==> config.mk <==
export PLATFORM = sky130hd
export DESIGN_NAME = frac_sts1_compressor
export DESIGN_NICKNAME = d
export VERILOG_FILES = /design/src/rtl/frac_sts1_compressor.sv
export SDC_FILE = /design/constraint.sdc
export NUM_CORES = 1
export LEC_CHECK = 0
export ABC_AREA = 1
export CORE_ASPECT_RATIO = 1.4
export CORE_MARGIN = 3
export CORE_UTILIZATION = 35
export CTS_BUF_LIST = sky130_fd_sc_hd__clkbuf_8
export DETAILED_ROUTE_END_ITERATION = 10
export DONT_BUFFER_PORTS = 1
export PLACE_DENSITY_LB_ADDON = 0.1
export SKIP_CTS_REPAIR_TIMING = 1
export SKIP_LAST_GASP = 1
export SLEW_MARGIN = 20
export SYNTH_ARGS = -nofsm -noshare
export SYNTH_HDL_FRONTEND = slang
export SYNTH_SLANG_ARGS = --single-unit
==> constraint.sdc <==
create_clock -name clk -period 30.1 [get_ports clk]
set_clock_uncertainty 0.2 [all_clocks]
set_input_delay 3.01 -clock clk [delete_from_list [all_inputs] [get_ports clk]]
set_output_delay 3.01 -clock clk [all_outputs]
set_load 0.03 [all_outputs]
==> src/rtl/frac_sts1_compressor.sv <==
module frac_sts1_compressor #(
  parameter int DATA_W = 8,
  parameter int LEN_W  = 10
) (
  input  logic              clk,
  input  logic              rst_n,
  input  logic              in_valid,
  input  logic [DATA_W-1:0] in_data,
  input  logic [3:0]        in_row,
  input  logic [6:0]        in_col,
  input  logic              cfg_vt2,
  input  logic              cfg_third,
  input  logic              cfg_ext_en,
  input  logic              cfg_ext_more,
  input  logic [27:0]       cfg_equip,
  input  logic [LEN_W-1:0]  cfg_min_len,
  output logic              out_valid,
  output logic [DATA_W-1:0] out_data,
  output logic              out_sop,
  output logic              out_hdr_e,
  output logic [31:0]       out_ext_word,
  output logic [LEN_W-1:0]  out_len,
  output logic [LEN_W-1:0]  out_pad
);
  localparam int ROWS    = 9;
  localparam int COLS    = 87;
  localparam int STUFF_A = 29;
  localparam int STUFF_B = 58;
  localparam int GROUPS  = 7;
  localparam int MASK_W  = 4 * GROUPS;
  localparam int ROW_B3  = 1;

  logic              locked;
  logic [MASK_W-1:0] mask_l;
  logic              vt2_l, third_l, ext_en_l, more_l;
  logic [LEN_W-1:0]  minlen_l;
  logic [DATA_W-1:0] acc_par, prev_par;

  logic pos_ok, spe_start, take;
  assign pos_ok    = (in_row < 4'(ROWS)) && (in_col < 7'(COLS));
  assign spe_start = in_valid && pos_ok && in_row == 4'd0 && in_col == 7'd0;
  assign take      = in_valid && pos_ok && (locked || spe_start);

  logic [MASK_W-1:0] s_mask;
  logic              s_vt2, s_third, s_ext_en, s_more;
  logic [LEN_W-1:0]  s_minlen;
  assign s_mask   = spe_start ? cfg_equip    : mask_l;
  assign s_vt2    = spe_start ? cfg_vt2      : vt2_l;
  assign s_third  = spe_start ? cfg_third    : third_l;
  assign s_ext_en = spe_start ? cfg_ext_en   : ext_en_l;
  assign s_more   = spe_start ? cfg_ext_more : more_l;
  assign s_minlen = spe_start ? cfg_min_len  : minlen_l;

  logic [MASK_W-1:0] eff;
  logic [27:0]       ext_mask;
  for (genvar g = 0; g < GROUPS; g++) begin : g_grp
    assign eff[4*g +: 3] = s_mask[4*g +: 3];
    assign eff[4*g+3]    = s_mask[4*g+3] & ~s_vt2;
  end
  for (genvar i = 0; i < MASK_W; i++) begin : g_ext
    assign ext_mask[MASK_W-1-i] = eff[i];
  end

  logic [6:0] k;
  logic [2:0] grp;
  logic [3:0] mdiv;
  logic [1:0] mem;
  logic [4:0] idx;
  assign k    = in_col - 7'd1 - {6'd0, in_col > 7'(STUFF_A)} - {6'd0, in_col > 7'(STUFF_B)};
  assign grp  = 3'(k % 7'd7);
  assign mdiv = 4'(k / 7'd7);
  assign mem  = s_vt2 ? 2'(mdiv % 4'd3) : mdiv[1:0];
  assign idx  = {grp, 2'b00} + {3'b000, mem};

  logic is_poh, is_stuff, keep, drop_uneq;
  assign is_poh    = in_col == 7'd0;
  assign is_stuff  = in_col == 7'(STUFF_A) || in_col == 7'(STUFF_B);
  assign keep      = is_poh || (!is_stuff && eff[idx]);
  assign drop_uneq = !is_poh && !is_stuff && !eff[idx];

  logic             pkt_start;
  logic [LEN_W-1:0] n_trib, len_calc, pad_calc;
  assign pkt_start = take && is_poh &&
                     (in_row == 4'd0 || (s_third && (in_row == 4'd3 || in_row == 4'd6)));
  assign n_trib    = LEN_W'($countones(eff));
  always_comb begin
    case ({s_third, s_vt2})
      2'b00:   len_calc = LEN_W'(27) * n_trib + LEN_W'(9);
      2'b01:   len_calc = LEN_W'(36) * n_trib + LEN_W'(9);
      2'b10:   len_calc = LEN_W'(9)  * n_trib + LEN_W'(3);
      default: len_calc = LEN_W'(12) * n_trib + LEN_W'(3);
    endcase
  end
  assign pad_calc = (s_minlen > len_calc) ? s_minlen - len_calc : '0;

  logic [DATA_W-1:0] data_adj;
  assign data_adj = (in_row == 4'(ROW_B3) && is_poh) ? in_data ^ prev_par : in_data;

  always_ff @(posedge clk) begin
    if (!rst_n) begin
      locked       <= 1'b0;
      mask_l       <= '0;
      vt2_l        <= 1'b0;
      third_l      <= 1'b0;
      ext_en_l     <= 1'b0;
      more_l       <= 1'b0;
      minlen_l     <= '0;
      acc_par      <= '0;
      prev_par     <= '0;
      out_valid    <= 1'b0;
      out_data     <= '0;
      out_sop      <= 1'b0;
      out_hdr_e    <= 1'b0;
      out_ext_word <= '0;
      out_len      <= '0;
      out_pad      <= '0;
    end else begin
      out_valid <= take && keep;
      out_sop   <= pkt_start;
      if (take && keep) out_data <= data_adj;
      if (spe_start) begin
        locked   <= 1'b1;
        mask_l   <= cfg_equip;
        vt2_l    <= cfg_vt2;
        third_l  <= cfg_third;
        ext_en_l <= cfg_ext_en;
        more_l   <= cfg_ext_more;
        minlen_l <= cfg_min_len;
        prev_par <= acc_par;
        acc_par  <= '0;
      end else if (take && drop_uneq) begin
        acc_par <= acc_par ^ in_data;
      end
      if (pkt_start) begin
        out_hdr_e    <= s_ext_en;
        out_ext_word <= s_ext_en ? {s_more, 3'b000, ext_mask} : 32'd0;
        out_len      <= len_calc;
        out_pad      <= pad_calc;
      end
    end
  end

  logic [LEN_W-1:0] pkt_cnt;
  always_ff @(posedge clk) begin
    if (!rst_n)                    pkt_cnt <= '0;
    else if (out_valid && out_sop) pkt_cnt <= LEN_W'(1);
    else if (out_valid)            pkt_cnt <= pkt_cnt + LEN_W'(1);
  end


  sop_valid_chk: assert property (@(posedge clk) disable iff (!rst_n)
    out_sop |-> out_valid);

  pkt_count_chk: assert property (@(posedge clk) disable iff (!rst_n)
    (out_valid && !out_sop) |-> pkt_cnt < out_len);

  ext_rsvd_chk: assert property (@(posedge clk) disable iff (!rst_n)
    out_sop |-> (out_ext_word[30:28] == 3'b000 && (out_hdr_e || out_ext_word == 32'd0)));

  vt2_member_chk: assert property (@(posedge clk) disable iff (!rst_n)
    (out_sop && vt2_l) |-> (out_ext_word & 32'h0111_1111) == 32'd0);

  pad_fill_chk: assert property (@(posedge clk) disable iff (!rst_n)
    out_sop |-> (out_pad == '0 || out_len + out_pad == minlen_l));

  unlocked_idle_chk: assert property (@(posedge clk) disable iff (!rst_n)
    !locked |=> !out_valid || locked);
endmodule

==> impl_metrics.json <==
{
  "slowest_delay_ns": 0.58,
  "hold_violations": 0,
  "grt_overflow": 0,
  "h-tree-depth": 4,
  "clk_path_buf_depth": 2,
  "wire_per_inst_um": 16.68,
  "cp_max_fo": 52,
  "grt_pass1_vias": 7106,
  "status": "finished, final reports clean",
  "fin_util": 0.3910,
  "p_leak_nw": 4.195,
  "multi_input_area_um2": 5155,
  "clk_pin_slew_ns": 0.08,
  "p_switching_mw": 0.1381,
  "slew_viol_final": 0,
  "fmax_ghz": 0.06812,
  "seqPwrFrac": 0.385,
  "slowest_stage": "fa_1",
  "clock-root-buffer": "clkbuf_8",
  "antenna_found_initial": 0,
  "clk_latency_ns": 0.46,
  "grt_setup_unrepaired": "no",
  "switching_share": 0.3377,
  "power_density_nw_per_um2": 45.93,
  "cp_data_required_time_ns": 30.22,
  "fin_crit_sh": 0.4877,
  "pwr-share-clk": 0.384,
  "diodes": 0,
  "place_ws_ns": 14.93,
  "ant_nets": 0,
  "num_io_pins": 127,
  "area_delta_synth_final_pct": 8.393,
  "maxCapViolCount": 0,
  "endpoint_kind": "register",
  "core_area_um2": 22770,
  "intPower_mw": 0.2709,
  "synth-edff-count": 0,
  "ys_ff_latch": 119,
  "yosys_warnings": 0,
  "layout_common_cells": "nand2_1 (265), inv_1 (130), dfxtp_1 (119)",
  "via_per_inst": 4.939,
  "finalCriticalPeriod_ns": 14.68,
  "drtIter0Drc": 333,
  "crit_family": "adder cells",
  "cts-buffers-inserted": 17,
  "ys_seq_area_frac": 0.2900,
  "io_buffers": 0,
  "cp_num_buf_inv": 11,
  "final-seq-area_um2": 2382,
  "worst_slack_ns": 15.42,
  "die_y_um": 187.3,
  "grt_max_degree": 53,
  "finalSetupTns_ns": 0,
  "layout_commonest_cell": "nand2_1",
  "die-area_um2": 25370,
  "peakVddDrop_v": 0.00003686,
  "relSlewSlack": 0.2857,
  "yosysUniqueCellTypes": 50,
  "vias": 6998,
  "drc": 0,
  "drive_above_1_share": 0.08154,
  "dp_hpwl_um": 18140,
  "nFillCells": 2447,
  "drtPass1Iterations": 4,
  "place_congestion": 0.8835,
  "row_count": 65,
  "groute.usage.overall": 0.1923,
  "worstSetupPathType": "in2reg",
  "initial_core_util": 0.3607,
  "layout.nets": 1256,
  "die_w_um": 135.5,
  "netlist_area_um2": 8214,
  "synth_cells": 1112,
  "finalWirelength_um": 23640,
  "worst_pin_slew_ns": 1.063,
  "setup_viol": 0,
  "pwr-share-comb": 0.231,
  "cp_data_arrival_time_ns": 14.80,
  "cts_tree": "yes",
  "grt_pass1_wl_um": 38430,
  "start_kind": "input port",
  "hold_class": "reg2reg",
  "ys.flop_type": "dfxtp_1",
  "syn_area_per_cell_um2": 7.387,
  "clock_sinks": 119,
  "async_flop_share": 0
}
[sequential cells by signal, summed over array words and instances (netlist names), 8 cells and up]
register	cells
minlen_l	10
out_ext_word	29
mask_l	28
prev_par	8
out_len	10
acc_par	8
out_pad	10
out_data	8
[Yosys cell counts, drive strengths merged, types with 2 or more instances]
master / count / area (µm²)
nand2: 281 / 1135
inv: 135 / 506.7
dfxtp: 119 / 2382
nor2: 115 / 444.2
a21oi: 84 / 435.4
nand3: 77 / 458.0
ha: 56 / 700.7
o21ai: 45 / 225.2
fa: 33 / 660.6
clkbuf: 28 / 108.9
xor2: 25 / 245.2
a32o: 22 / 220.2
xnor2: 19 / 166.4
nand4: 16 / 100.1
buf: 9 / 76.31
mux2i: 9 / 90.09
nor3: 6 / 30.03
a31oi: 4 / 25.02
or2: 4 / 25.02
clkinv: 3 / 11.26
nand3b: 3 / 22.52
o211ai: 3 / 22.52
o21bai: 3 / 22.52
a31o: 2 / 17.52
o221ai: 2 / 17.52
[power by group through the flow]
stage	combinational [mW]	sequential (mW)	clock, mW
floorplan	0.0795	0.161	0
global route	0.108	0.157	0.170
global placement	0.0951	0.161	0
finish	0.0945	0.157	0.157
detailed placement	0.0949	0.161	0
CTS	0.0954	0.157	0.163
[cell families (layout without fill, tap and decap cells)]
group,after synthesis,in the layout,synth area share
and+or+nand+nor,503,503,0.2704
buffers and inverters,175,177,0.08560
AOI/OAI and AO/OA,172,172,0.1267
DFF,119,119,0.2900
adders and majority gates,89,89,0.1657
xor gates and xnor gates,44,44,0.05011
muxes,9,9,0.01097
other,1,3,0.0004565
[metrics by stage]
step | cells | cell area (µm²) | hold slack (ns) | power [mW]
3_3_place_gp | 1385 | 8484 | 0.2430 | 0.2561
2_1_floorplan | 1114 | 8222 | 0.2268 | 0.2405
6_report | 1417 | 8904 | 0.2667 | 0.4090
3_5_place_dp | 1385 | 8484 | 0.2510 | 0.2559
4_1_cts | 1417 | 8904 | 0.2690 | 0.4158
5_1_grt | 1417 | 8904 | 0.2898 | 0.4355
[cell type report]
cell class                 count  area share
sequential                   119      0.2676
timing repair buffer           7    0.005902
multi-input combinational    820      0.5790
inverter                     138     0.05818
tap                          301     0.04230
clock inverter                14     0.01925
clock buffer                  18     0.02782
[layer usage]
| metal | GRT usage | part of all wire | up-vias |
|---|---|---|---|
| met5 | 0 | 0 | - |
| met4 | 0.06168 | 0.021 | 0 |
| met3 | 0.04360 | 0.040 | 30 |
| met2 | 0.3365 | 0.50 | 147 |
| met1 | 0.2316 | 0.43 | 3224 |
| li1 | - | - | 3597 |
[worst min-delay path, cell delays in order (launching register included)]
cell and delay, ns:
dfxtp_1 0.31, nor2_1 0.05, nor2_1 0.07
[final timing paths]
path | from | end | slack [ns] | cells past startpoint
max | in_col[5] | out_pad[9]$_SDFFE_PN0P_ | 15.42 | 48
min reg2reg | locked$_SDFFE_PN0P_ | locked$_SDFFE_PN0P_ | 0.27 | 2
max reg2reg | vt2_l$_SDFF_PN0_ | out_pad[9]$_SDFFE_PN0P_ | 19.60 | 42
min | locked$_SDFFE_PN0P_ | locked$_SDFFE_PN0P_ | 0.27 | 2
No activity file was read; power rests on OpenSTA's default activity.
